$ cat config.mk
export PLATFORM = sky130hd
export DESIGN_NAME = slew_ctrl
export DESIGN_NICKNAME = d
export VERILOG_FILES = /design/src/rtl/slew_pkg.sv /design/src/rtl/slew_cfg_decode.sv /design/src/rtl/slew_probe_seq.sv /design/src/rtl/slew_code_track.sv /design/src/rtl/slew_ctrl.sv
export SDC_FILE = /design/constraint.sdc
export NUM_CORES = 1
export LEC_CHECK = 0
export BUFFER_PORTS_ARGS = -buffer_cell sky130_fd_sc_hd__clkbuf_2
export CAP_MARGIN = 10
export CORE_MARGIN = 5
export CORE_UTILIZATION = 46
export CTS_CLUSTER_SIZE = 16
export DETAILED_ROUTE_END_ITERATION = 7
export HOLD_SLACK_MARGIN = 0.02
export PLACE_DENSITY = 0.87
export SYNTH_ARGS = -nofsm -noshare
export SYNTH_HDL_FRONTEND = slang
export SYNTH_SLANG_ARGS = --single-unit
$ cat constraint.sdc
create_clock -name clk -period 3.82 [get_ports clk]
set_clock_uncertainty 0.2 [all_clocks]
set_input_delay 0.764 -clock clk [delete_from_list [all_inputs] [get_ports clk]]
set_output_delay 0.764 -clock clk [all_outputs]
set_load 0.05 [all_outputs]
$ cat src/rtl/slew_pkg.sv
package slew_pkg;
  localparam int CODE_W = 4;
  localparam int SEL_W  = 3;
  localparam int MODE_W = 2;

  typedef enum logic {
    ST_LAUNCH = 1'b0,
    ST_AWAIT  = 1'b1
  } probe_st_t;

  typedef enum logic {
    EDGE_FALL = 1'b0,
    EDGE_RISE = 1'b1
  } edge_t;

  function automatic logic sel_is_onehot(input logic [SEL_W-1:0] sel);
    return ($countones(sel) == 1);
  endfunction

  function automatic logic mode_allows(input logic [MODE_W-1:0] mode,
                                       input logic cold);
    return mode[1] | (mode[0] & cold);
  endfunction
endpackage

$ cat src/rtl/slew_cfg_decode.sv
module slew_cfg_decode
  import slew_pkg::*;
#(
  parameter int SW = SEL_W,
  parameter int MW = MODE_W
) (
  input  logic [MW-1:0] mode_sel,
  input  logic [SW-1:0] deadline_sel,
  input  logic          cold_reset,
  output logic [SW-1:0] phase_sel,
  output logic          config_error,
  output logic          adapt_en
);
  logic sel_ok;

  always_comb begin
    sel_ok       = sel_is_onehot(deadline_sel);
    config_error = !sel_ok;
    phase_sel    = sel_ok ? deadline_sel : '0;
    adapt_en     = sel_ok && mode_allows(mode_sel, cold_reset);
  end
endmodule

$ cat src/rtl/slew_probe_seq.sv
module slew_probe_seq
  import slew_pkg::*;
(
  input  logic  clk,
  input  logic  rst_n,
  input  logic  sample_valid,
  output logic  probe_out,
  output logic  sample_ready,
  output logic  meas_fire,
  output edge_t meas_edge
);
  probe_st_t state_q;

  always_ff @(posedge clk) begin
    if (!rst_n) begin
      state_q   <= ST_LAUNCH;
      probe_out <= 1'b0;
    end else begin
      case (state_q)
        ST_LAUNCH: begin
          probe_out <= ~probe_out;
          state_q   <= ST_AWAIT;
        end
        default: begin
          if (sample_valid) state_q <= ST_LAUNCH;
        end
      endcase
    end
  end

  always_comb begin
    sample_ready = (state_q == ST_AWAIT);
    meas_fire    = sample_ready && sample_valid;
    meas_edge    = probe_out ? EDGE_RISE : EDGE_FALL;
  end
endmodule

$ cat src/rtl/slew_code_track.sv
module slew_code_track #(
  parameter int CW        = 4,
  parameter bit FAST_HIGH = 1'b1
) (
  input  logic          clk,
  input  logic          rst_n,
  input  logic [CW-1:0] init_code,
  input  logic          step_en,
  input  logic          early,
  output logic [CW-1:0] code
);
  localparam logic [CW-1:0] CODE_TOP = '1;
  localparam logic [CW-1:0] CODE_BOT = '0;

  logic go_up;

  generate
    if (FAST_HIGH) begin : g_fast_high
      assign go_up = !early;
    end else begin : g_fast_low
      assign go_up = early;
    end
  endgenerate

  always_ff @(posedge clk) begin
    if (!rst_n) begin
      code <= init_code;
    end else if (step_en) begin
      if (go_up && code != CODE_TOP)       code <= code + 1'b1;
      else if (!go_up && code != CODE_BOT) code <= code - 1'b1;
    end
  end
endmodule

$ cat src/rtl/slew_ctrl.sv
module slew_ctrl
  import slew_pkg::*;
#(
  parameter int CW = CODE_W,
  parameter int SW = SEL_W,
  parameter int MW = MODE_W
) (
  input  logic          clk,
  input  logic          rst_n,
  input  logic [MW-1:0] mode_sel,
  input  logic [CW-1:0] init_pu,
  input  logic [CW-1:0] init_pd,
  input  logic [SW-1:0] deadline_sel,
  input  logic          cold_reset,
  output logic          probe_out,
  input  logic          sample_valid,
  output logic          sample_ready,
  input  logic          sample_in,
  output logic [CW-1:0] pu_code,
  output logic [CW-1:0] pd_code,
  output logic [SW-1:0] phase_sel,
  output logic          config_error
);
  logic  adapt_en;
  logic  meas_fire;
  edge_t meas_edge;
  logic  edge_early;
  logic  pu_step;
  logic  pd_step;

  slew_cfg_decode #(.SW(SW), .MW(MW)) u_cfg (
    .mode_sel     (mode_sel),
    .deadline_sel (deadline_sel),
    .cold_reset   (cold_reset),
    .phase_sel    (phase_sel),
    .config_error (config_error),
    .adapt_en     (adapt_en)
  );

  slew_probe_seq u_seq (
    .clk          (clk),
    .rst_n        (rst_n),
    .sample_valid (sample_valid),
    .probe_out    (probe_out),
    .sample_ready (sample_ready),
    .meas_fire    (meas_fire),
    .meas_edge    (meas_edge)
  );

  always_comb begin
    edge_early = (meas_edge == EDGE_RISE) ? sample_in : !sample_in;
    pu_step    = meas_fire && adapt_en && (meas_edge == EDGE_RISE);
    pd_step    = meas_fire && adapt_en && (meas_edge == EDGE_FALL);
  end

  slew_code_track #(.CW(CW), .FAST_HIGH(1'b1)) u_pu (
    .clk       (clk),
    .rst_n     (rst_n),
    .init_code (init_pu),
    .step_en   (pu_step),
    .early     (edge_early),
    .code      (pu_code)
  );

  slew_code_track #(.CW(CW), .FAST_HIGH(1'b0)) u_pd (
    .clk       (clk),
    .rst_n     (rst_n),
    .init_code (init_pd),
    .step_en   (pd_step),
    .early     (edge_early),
    .code      (pd_code)
  );
endmodule

# Yosys cells after proc, flatten, opt, wreduce, memory -nomap -nowiden
# Cells that the tools add are included.
totals:
  word_cells: 50
  input_bits: 18
  regBits: 10
op_classes:
  n_bitwise: 4
  eq_ne: 7
  add_sub_neg: 6
  reduce_logical: 16
  n_mux: 13
op_table:
  columns: ["op", "count"]
  rows:
  - ["32-bit by 1-bit adder with 32-bit output", 1]
  - ["32-bit by 2-bit equality test with 1-bit output, second input constant", 1]
  - ["4-bit 2-to-1 mux", 8]
  - ["1-bit logical AND", 9]
  - ["4-bit by 1-bit adder with 4-bit output, second input constant", 2]
  - ["4-bit != test, second input constant", 2]
  - ["4-bit nonzero test", 2]
  - ["4-bit by 1-bit subtractor with 4-bit output, second input constant", 2]
  - ["3-bit by 1-bit != test with 1-bit output, second input constant", 2]
  - ["1-bit 2-to-1 mux", 4]
  - ["2-bit by 1-bit != test with 1-bit output, second input constant", 2]
  - ["2-bit AND reduction", 2]
  - ["1-bit logical NOT", 3]
  - ["3-bit 2-to-1 mux", 1]
  - ["1-bit by 1-bit adder with 2-bit output", 1]
  - ["1-bit inverter", 2]
  - ["1-bit AND", 1]
  - ["1-bit bitwise OR", 1]

# Depth between registers and ports, before layout
# Gate-level depths: netlist of the first run.
logic_depth:
  ltp_word: 8
  depth_mapped: 7

# By module
# A second synthesis of the first run with hierarchy kept.
unflattened:
  hier_cells: 82
  area_unflattened_um2: 824.5
by_module_without_submodules:
  columns: ["module", "area_each_um2", "cells_per_inst", "seq_area_each_um2", "instances"]
  rows:
  - ["slew_code_track at u_pu", 306.5, 30, 120.1, 1]
  - ["slew_code_track at u_pd", 290.3, 28, 120.1, 1]
  - ["slew_cfg_decode", 123.9, 14, 0.0, 1]
  - ["slew_probe_seq", 78.8, 7, 40.0, 1]
  - ["slew_ctrl", 25.0, 3, 0.0, 1]

# Least setup slack after synthesis of the first run
# No wires, ideal clock.
synth_path:
  kind: "input to output"
  from: "input deadline_sel[0]"
  to: "output phase_sel[0]"
  t_arrival_ps: 2607
  required_time_ps: 2856
  stages: 6
  slack_ps: 249
  path_cell_list: "ha_1 > ha_1 > ha_1 > nor3b_1 > inv_1 > nor2_1"
synth_between:
  elab_chain_len: 4
synth_rtl:
  columns: ["element", "line", "source"]
  rows:
  - ["start: declaration", "slew_ctrl.sv:13", "input logic [SW-1:0] deadline_sel,"]
  - ["1-bit by 1-bit adder with 2-bit output (not written as such)", "slew_pkg.sv:17", "return ($countones(sel) == 1);"]
  - ["32-bit by 1-bit adder with 32-bit output (not written as such)", "slew_pkg.sv:17", null]
  - ["32-bit by 2-bit equality test with 1-bit output", "slew_pkg.sv:17", null]
  - ["3-bit 2-to-1 mux (*)", "slew_cfg_decode.sv:19", "phase_sel = sel_ok ? deadline_sel : '0;"]
  - ["end: declaration", "slew_ctrl.sv:21", "output logic [SW-1:0] phase_sel,"]
# Mark *: on every way between the ends. The rest lies on a longest branch, timed or not.

# Worst setup path in the final report of the first run
layout_path:
  from: "input deadline_sel[0]"
  to: "output phase_sel[2]"
layout_between:
  elab_chain_len: 4
layout_rtl:
  columns: ["element", "line"]
  rows:
  - ["1-bit by 1-bit adder with 2-bit output (not written as such)", "slew_pkg.sv:17"]
  - ["32-bit by 1-bit adder with 32-bit output (not written as such)", "slew_pkg.sv:17"]
  - ["32-bit by 2-bit equality test with 1-bit output", "slew_pkg.sv:17"]
  - ["3-bit 2-to-1 mux", "slew_cfg_decode.sv:19"]
# No other way between the ends.

==> impl_metrics.env, run 1 <==
export IMPL_crit_slowest_cell="ha_1"
export IMPL_cp_max_fo=4
export IMPL_setup_viol_count_final=0
export IMPL_cp_data_required_time_ns=2.86
export IMPL_grt_max_degree=17
export IMPL_status="finished clean"
export IMPL_final_setup_worst_slack_ns=0.5694
export IMPL_clk_pin_slew_ns=0.06
export IMPL_antenna_found_initial=0
export IMPL_maxSlewViolCount=0
export IMPL_tightest_slew_ns=0.6211
export IMPL_yosys_most_used_dff="edfxtp_1"
export IMPL_grt_pass1_vias=675
export IMPL_layout_cells_non_filler=130
export IMPL_die_w_um=51.27
export IMPL_rsz0062_at_grt="false"
export IMPL_preCtsSetupSlack_ns=0.5366
export IMPL_critical_path_class="in2out"
export IMPL_wl_per_cell_um=11.93
export IMPL_ant_nets=0
export IMPL_diodes=0
export IMPL_die_h_um=51.27
export IMPL_max_freq_ghz=0.3076
export IMPL_cts_tree="yes"
export IMPL_num_fill_cells=152
export IMPL_area_delta_synth_final_pct=25.88
export IMPL_start_kind="input port"
export IMPL_layout_commonest_cell="clkbuf_2"
export IMPL_post_cts_resized=0
export IMPL_cp_end_kind="primary output"
export IMPL_synth_area_leaders="edfxtp_1, ha_1, fa_1"
export IMPL_avgViaCountPerCell=5.231
export IMPL_p_leak_nw=0.4729
export IMPL_yosys_warnings=0
export IMPL_cts_root_buf="clkbuf_4"
export IMPL_core_area_um2=1670
export IMPL_synth_edf_count=8
export IMPL_die_area_um2=2628
export IMPL_synth_distinct_cells=31
export IMPL_hold_viol=0
export IMPL_layout_drive_gt1_share_pct=35.40
export IMPL_drc_errors=0
export IMPL_final_cell_mix="clkbuf_2, nor2_1, edfxtp_1, inv_1, ha_1"
export IMPL_synthesis_instances=79
export IMPL_dp_cells=126
export IMPL_grtUsageTotal_pct=12.96
export IMPL_critical_path_arrival_ns=2.29
export IMPL_setup_tns_ns=0
export IMPL_port_buffers=31
export IMPL_period_needed_ns=3.251
export IMPL_path_cells="clkbuf_2, ha_1, ha_1, ha_1, nor3b_1, inv_1, nor2_1, clkbuf_2"
export IMPL_clk_latency_ns=0.26
export IMPL_gr_total_overflow=0
export IMPL_clock_sinks=10
export IMPL_ir_drop_mv=0.2842
export IMPL_min_path_type="reg2reg"
export IMPL_drt_initial_drc_count=11
export IMPL_synthArstFlopShare_pct=0
export IMPL_yosysTopAreaCell="edfxtp_1"
export IMPL_clock_path_buffers=2
export IMPL_synth_nets=107
export IMPL_yosys_area_top_type_share_pct=30.67
export IMPL_power_density_nw_per_um2=437.3
export IMPL_numCtsBuffers=3
export IMPL_holdBufCountCts=0
export IMPL_ys_seq_area_share_pct=35.78
export IMPL_worstRegToRegCells=7
export IMPL_synth_cell_area_um2=783.3
export IMPL_max_slew_margin_rel_pct=58.24
export IMPL_drt_wl_total_um=1551
export IMPL_routabilityCongestion=0.7101
export IMPL_ios=32
export IMPL_total_power_uw=431.1
export IMPL_dr_pass1_iters=4
export IMPL_fin_nets=142
export IMPL_grt_pass1_wl_um=2587
export IMPL_max_stage_delay_ns=0.29
export IMPL_dr_total_vias=680
export IMPL_ys_ff_latch=10
export IMPL_start_util_pct=46.89
export IMPL_syn_area_per_cell_um2=9.915
export IMPL_postCtsSetupRepairBufs=0
export IMPL_multi_input_area_um2=469.2
export IMPL_hold_depth=1
export IMPL_cts_htree_levels=1
export IMPL_hpwl_um=1310
export IMPL_seqCellArea_um2=280.3
export IMPL_crit_top_cell="ha_1"
export IMPL_finalCritPeriodShare_pct=85.09
export IMPL_drv_cap=0
export IMPL_row_count=15
==> kinds of logic after synthesis <==
group	synth area share (%)
flip-flops	35.78
XOR/XNOR	5.432
AO/OA/AOI/OAI	11.98
adder cells (fa/ha/maj)	18.85
AND/OR/NAND/NOR	18.21
multiplexers	5.431
buffers and inverters	4.314
==> critical path, delay by kind of cell <==
| kind | cells | cell delay, ns |
|---|---|---|
| fa+ha+maj | 3 | 0.64 |
| simple gates | 2 | 0.37 |
| buf+inv | 3 | 0.50 |
==> sequential cells by signal, summed over array words and instances (netlist names) <==
register            count
u_seq.probe_out         1
u_pd.code               4
u_pu.code               4
u_seq.sample_ready      1
==> cell usage after synthesis (all sizes together) (2+ instances only) <==
| cell type | number |
|---|---|
| nand2 | 3 |
| a31oi | 2 |
| nor4 | 2 |
| edfxtp | 8 |
| clkbuf | 2 |
| nand3 | 2 |
| o21ai | 2 |
| nor2 | 9 |
| mux2 | 2 |
| inv | 7 |
| ha | 7 |
| mux2i | 2 |
| and2 | 2 |
| a21o | 2 |
| nor3b | 2 |
| or3 | 2 |
| fa | 3 |
| xnor2 | 3 |
| dfxtp | 2 |
| a21oi | 5 |
==> metal layers <==
layer  global-route usage (%)  up-vias  share of wire [%]
li1                         -      349                  -
met1                    14.05      306                 43
met2                    22.96       23                 48
met3                    5.248        2                7.9
met4                    3.930        0                1.2
met5                        0        -                  0
==> cell type report <==
class	instances	share of cell area (%)
clock buffer	4	2.665
inverter	7	2.665
multi-input combinational	60	47.59
sequential	10	28.43
tap	17	2.157
timing repair buffer	32	16.50
==> metrics by stage <==
stage	hold slack [ns]	cell area, um2	utilization [%]
finish	0.3166	985.9	59.03
global route	0.3478	985.9	59.03
CTS	0.3224	985.9	59.03
detailed placement	0.3139	959.7	57.45
global placement	0.3045	959.7	57.45
floorplan	0.5253	783.3	-
==> path summary, 6_finish.rpt <==
kind,startpoint,endpoint,slack (ns)
hold reg to reg,u_seq.sample_ready,u_seq.sample_ready,0.32
hold / removal,u_seq.sample_ready,u_seq.sample_ready,0.32
setup reg to reg,u_seq.probe_out,u_pu.code[3],1.53
setup / recovery,deadline_sel[0],phase_sel[2],0.57
==> report_power, final <==
| group | internal (mW) | switching (mW) | total (mW) | leakage (nW) |
|---|---|---|---|---|
| combinational | 0.0740 | 0.127 | 0.201 | 0.363 |
| clock | 0.0402 | 0.0318 | 0.0720 | 0.0150 |
| sequential | 0.139 | 0.0200 | 0.159 | 0.0947 |
No activity file was read; power rests on OpenSTA's default activity.
==> run 2: changes to the inputs <==
--- a/config.mk
+++ b/config.mk
@@ -8,11 +8,11 @@
 export BUFFER_PORTS_ARGS = -buffer_cell sky130_fd_sc_hd__clkbuf_2
 export CAP_MARGIN = 10
 export CORE_MARGIN = 5
-export CORE_UTILIZATION = 46
+export CORE_UTILIZATION = 45
 export CTS_CLUSTER_SIZE = 16
 export DETAILED_ROUTE_END_ITERATION = 7
 export HOLD_SLACK_MARGIN = 0.02
-export PLACE_DENSITY = 0.87
+export PLACE_DENSITY = 0.85
 export SYNTH_ARGS = -nofsm -noshare
 export SYNTH_HDL_FRONTEND = slang
 export SYNTH_SLANG_ARGS = --single-unit
==> run 2 against run 1 <==
  * Total power up 0.62%
  * Non-clock buffer count unchanged
  * Critical endpoint unchanged
  * Critical path type unchanged
  * Setup slack better by 0.016 ns
  * Count of clock-buffer cells in the layout unchanged
  * Register-to-register slack better by 0.03 ns
  * Combinational power about the same
==> impl_metrics.env, run 2 (same netlist as run 1, synthesis figures left out) <==
export IMPL_status="finished clean"
export IMPL_wl_per_cell_um=12.78
export IMPL_max_stage_delay_ns=0.29
export IMPL_critical_path_arrival_ns=2.27
export IMPL_maxSlewViolCount=0
export IMPL_cp_end_kind="primary output"
export IMPL_final_cell_mix="clkbuf_2, nor2_1, edfxtp_1, inv_1, ha_1"
export IMPL_layout_commonest_cell="clkbuf_2"
export IMPL_critPathTopFamily="adder cells"
export IMPL_port_buffers=31
export IMPL_cts_htree_levels=1
export IMPL_grtUsageTotal_pct=13.71
export IMPL_fin_nets=142
export IMPL_numCtsBuffers=3
export IMPL_max_freq_ghz=0.3091
export IMPL_hpwl_um=1390
export IMPL_drt_initial_drc_count=9
export IMPL_core_area_um2=1689
export IMPL_setup_viol_count_final=0
export IMPL_crit_top_cell="ha_1"
export IMPL_row_count=15
export IMPL_clock_path_buffers=2
export IMPL_p_leak_nw=0.4729
export IMPL_clk_pin_slew_ns=0.06
export IMPL_area_delta_synth_final_pct=25.88
export IMPL_max_slew_margin_rel_pct=56.30
export IMPL_pwr_share_seq_pct=36.5
export IMPL_grt_max_degree=17
export IMPL_hold_viol=0
export IMPL_path_cells="clkbuf_2, ha_1, ha_1, ha_1, nor3b_1, inv_1, nor2_1, clkbuf_2"
export IMPL_power_density_nw_per_um2=440.0
export IMPL_drv_cap=0
export IMPL_diodes=0
export IMPL_final_setup_worst_slack_ns=0.5853
export IMPL_p_int_uw=252.6
export IMPL_finalCritPeriodShare_pct=84.68
export IMPL_holdWs_ns=0.3268
export IMPL_layout_drive_gt1_share_pct=35.40
export IMPL_die_area_um2=2675
export IMPL_cp_max_fo=4
export IMPL_critical_path_buf_inv_count=3
export IMPL_ant_nets=0
export IMPL_drc_errors=0
export IMPL_p_switching_uw=181.2
export IMPL_clock_sinks=10
export IMPL_die_h_um=51.72
export IMPL_combPwrFrac_pct=46.0
export IMPL_crit_slowest_cell="ha_1"
export IMPL_dr_pass1_iters=2
export IMPL_pwr_share_clk_pct=17.4
export IMPL_cts_root_buf="clkbuf_4"
export IMPL_gr_total_overflow=0
export IMPL_start_kind="input port"
export IMPL_grt_pass1_wl_um=2766
export IMPL_start_util_pct=46.37
export IMPL_swShare_pct=41.77
export IMPL_drt_wl_total_um=1661
export IMPL_rsz0062_at_grt="false"
export IMPL_total_power_uw=433.8
export IMPL_min_path_type="reg2reg"
export IMPL_critical_path_class="in2out"
export IMPL_ios=32
export IMPL_period_needed_ns=3.235
export IMPL_reg_largest_list="u_pd.code (4), u_pu.code (4)"
export IMPL_grt_pass1_vias=675
export IMPL_ir_drop_mv=0.1803
export IMPL_postCtsSetupRepairBufs=0
export IMPL_cp_data_required_time_ns=2.86
export IMPL_holdBufCountCts=0
export IMPL_dr_total_vias=696
export IMPL_post_cts_resized=0
export IMPL_routabilityCongestion=0.7246
export IMPL_tightest_slew_ns=0.6500
export IMPL_preCtsSetupSlack_ns=0.5801
export IMPL_cts_tree="yes"
export IMPL_setup_tns_ns=0
export IMPL_clk_latency_ns=0.26
export IMPL_antenna_found_initial=0
export IMPL_die_w_um=51.72
export IMPL_avgViaCountPerCell=5.354
## run 2: cell counts in the layout (fill, tap and decap cells not counted)
No cell type changed its count.
## run 2: final timing paths
| kind | slack, ns | from | cells after the start | end |
|---|---|---|---|---|
| hold reg to reg | 0.33 | u_seq.sample_ready | 1 | u_seq.sample_ready |
| setup / recovery | 0.59 | deadline_sel[0] | 8 | phase_sel[2] |
| setup reg to reg | 1.56 | u_seq.probe_out | 7 | u_pu.code[3] |
| hold / removal | 0.33 | u_seq.sample_ready | 1 | u_seq.sample_ready |
## run 2: power groups by stage
stage               clock [mW]  combinational [mW]  sequential [mW]
global route            0.0821               0.220            0.162
detailed placement           0               0.201            0.161
CTS                     0.0789               0.203            0.159
global placement             0               0.194            0.160
finish                  0.0757               0.200            0.158
floorplan                    0               0.106            0.208
## run 2: per-stage QoR
stage	instances	instance area, um2	utilization (%)
finish	130	985.9	58.37
global route	130	985.9	58.37
CTS	130	985.9	58.37
detailed placement	126	959.7	56.81
global placement	126	959.7	56.81
floorplan	79	783.3	-
## run 2: area by class of cell
type | instances | area [um2]
Fill cell | 161 | 703.2
Multi-Input combinational cell | 60 | 469.2
Sequential cell | 10 | 280.3
Timing Repair Buffer | 32 | 162.7
Clock buffer | 4 | 26.28
Inverter | 7 | 26.28
Tap cell | 17 | 21.27
## run 2: per-layer routing
layer	global-route usage, %	vias up	part of all wire (%)
li1	-	352	-
met1	14.72	321	41
met2	25.00	21	51
met3	4.585	2	6.7
met4	4.367	0	0.72
met5	0	-	0
==> run 3: changes to the inputs <==
==> constraint.sdc (replaced) <==
create_clock -name clk -period 3.3 [get_ports clk]
set_clock_uncertainty 0.2 [all_clocks]
set_input_delay 0.66 -clock clk [delete_from_list [all_inputs] [get_ports clk]]
set_output_delay 0.66 -clock clk [all_outputs]
set_load 0.05 [all_outputs]
==> run 3 against run 2 <==
  * Die area did not move
  * Clock power rose by 23%
  * Count of clock-buffer cells in the layout unchanged
  * Highest routed layer unchanged
  * Wire length decreased by 3.3%
  * Register-to-register slack got worse by 0.53 ns
  * Total power increased by 17%
  * Combinational power grew 16%
==> impl_metrics.env, run 3 (same netlist as run 1, synthesis figures left out) <==
export IMPL_die_h_um=51.72
export IMPL_ir_drop_mv=0.2245
export IMPL_port_buffers=31
export IMPL_antenna_found_initial=0
export IMPL_row_count=15
export IMPL_total_power_uw=508.8
export IMPL_p_leak_nw=0.4777
export IMPL_drt_wl_total_um=1607
export IMPL_holdBufCountCts=0
export IMPL_ios=32
export IMPL_avgViaCountPerCell=5.275
export IMPL_clock_sinks=10
export IMPL_critical_path_arrival_ns=2.14
export IMPL_wl_per_cell_um=12.27
export IMPL_die_area_um2=2675
export IMPL_cp_data_required_time_ns=2.44
export IMPL_postCtsSetupRepairBufs=0
export IMPL_maxSlewViolCount=0
export IMPL_num_fill_cells=150
export IMPL_cts_htree_levels=1
export IMPL_area_delta_synth_final_pct=26.84
export IMPL_min_path_type="reg2reg"
export IMPL_cts_tree="yes"
export IMPL_worstHoldEndpoint="u_seq.sample_ready"
export IMPL_status="finished clean"
export IMPL_routabilityCongestion=0.7244
export IMPL_hold_viol=0
export IMPL_regToRegStartpoint="u_seq.probe_out"
export IMPL_grtUsageTotal_pct=13.42
export IMPL_core_area_um2=1689
export IMPL_path_cells="clkbuf_2, ha_1, ha_1, ha_1, nor3b_1, inv_1, nor2_1, clkbuf_2"
export IMPL_layout_drive_gt1_share_pct=35.96
export IMPL_cp_max_fo=4
export IMPL_critical_path_buf_inv_count=3
export IMPL_dr_total_vias=691
export IMPL_hpwl_um=1342
export IMPL_worstRegToRegCells=7
export IMPL_cts_root_buf="clkbuf_4"
export IMPL_drt_initial_drc_count=1
export IMPL_clk_pin_slew_ns=0.06
export IMPL_crit_slowest_cell="ha_1"
export IMPL_reg2reg_setup_slack_ns=1.03
export IMPL_start_kind="input port"
export IMPL_post_cts_resized=0
export IMPL_tightest_slew_ns=0.3298
export IMPL_seqCellArea_um2=280.3
export IMPL_hold_depth=1
export IMPL_grt_max_degree=17
export IMPL_critPathTopFamily="adder cells"
export IMPL_multi_input_area_um2=469.2
export IMPL_rsz0062_at_grt="false"
export IMPL_finalCritPeriodShare_pct=91.03
export IMPL_grt_pass1_vias=645
export IMPL_layout_commonest_cell="clkbuf_2"
export IMPL_max_stage_delay_ns=0.29
export IMPL_reg_largest_list="u_pd.code (4), u_pu.code (4)"
export IMPL_setup_viol_count_final=0
export IMPL_start_util_pct=46.37
export IMPL_drv_cap=0
export IMPL_period_needed_ns=3.004
export IMPL_grt_pass1_wl_um=2628
export IMPL_hp_start="u_seq.sample_ready"
export IMPL_max_slew_margin_rel_pct=78.01
export IMPL_critical_path_class="in2out"
export IMPL_dr_pass1_iters=4
export IMPL_gr_total_overflow=0
export IMPL_final_util_pct=58.81
export IMPL_power_density_nw_per_um2=512.1
export IMPL_clock_path_buffers=2
export IMPL_clk_latency_ns=0.27
export IMPL_fin_nets=143
export IMPL_drc_errors=0
export IMPL_numCtsBuffers=3
export IMPL_cp_end_kind="primary output"
export IMPL_r2r_end="u_pu.code[3]"
export IMPL_ant_nets=0
export IMPL_die_w_um=51.72
export IMPL_max_freq_ghz=0.3329
export IMPL_crit_top_cell="ha_1"
export IMPL_final_cell_mix="clkbuf_2, nor2_1, edfxtp_1, inv_1, ha_1"
export IMPL_diodes=0
## run 3: where the power goes
| group | switching, mW | internal, mW |
|---|---|---|
| registers | 0.0234 | 0.160 |
| clock network | 0.0461 | 0.0469 |
| logic | 0.145 | 0.0869 |
## run 3: per-layer routing
layer | up-vias | global-route usage [%] | share of wire [%]
met5 | - | 0 | 0
met4 | 0 | 5.240 | 1.9
met3 | 5 | 5.158 | 7.9
met2 | 24 | 23.09 | 47
met1 | 308 | 14.77 | 43
li1 | 354 | - | -
## run 3: layout make-up
cell class	instances	area share, %
Multi-Input combinational cell	60	47.23
Inverter	7	2.645
Clock buffer	4	2.645
Tap cell	17	2.141
Sequential cell	10	28.21
Timing Repair Buffer	33	17.13
## run 3: how the worst max path moves through the flow
stage	from	endpoint	slack (ns)	cells after the start
2_1_floorplan	deadline_sel[0]	phase_sel[0]	-0.06	6
3_3_place_gp	deadline_sel[0]	phase_sel[2]	0.34	8
3_5_place_dp	deadline_sel[0]	phase_sel[2]	0.30	8
4_1_cts	deadline_sel[0]	phase_sel[2]	0.28	8
5_1_grt	deadline_sel[0]	phase_sel[0]	0.14	8
6_report	deadline_sel[0]	phase_sel[2]	0.30	8
## run 3: worst reg2reg max path, delay by kind of cell, from the launching register on
family	cells	cell delay [ns]
simple gates	2	0.53
flops	1	0.47
compound gates	3	0.35
fa+ha+maj	1	0.30
xor+xnor	1	0.27
## run 3: through the flow
step                      setup slack (ns)  cells  area (um2)  setup TNS [ns]  hold WS (ns)
after floorplan                   -0.06329     79       783.3         -0.1899        0.5253
after global placement              0.3423    127       967.2               0        0.3060
after detailed placement            0.2981    127       967.2               0        0.3080
after CTS                           0.2807    131       993.5               0        0.3192
after global routing                0.1362    131       993.5               0        0.3749
final                               0.2960    131       993.5               0        0.3142
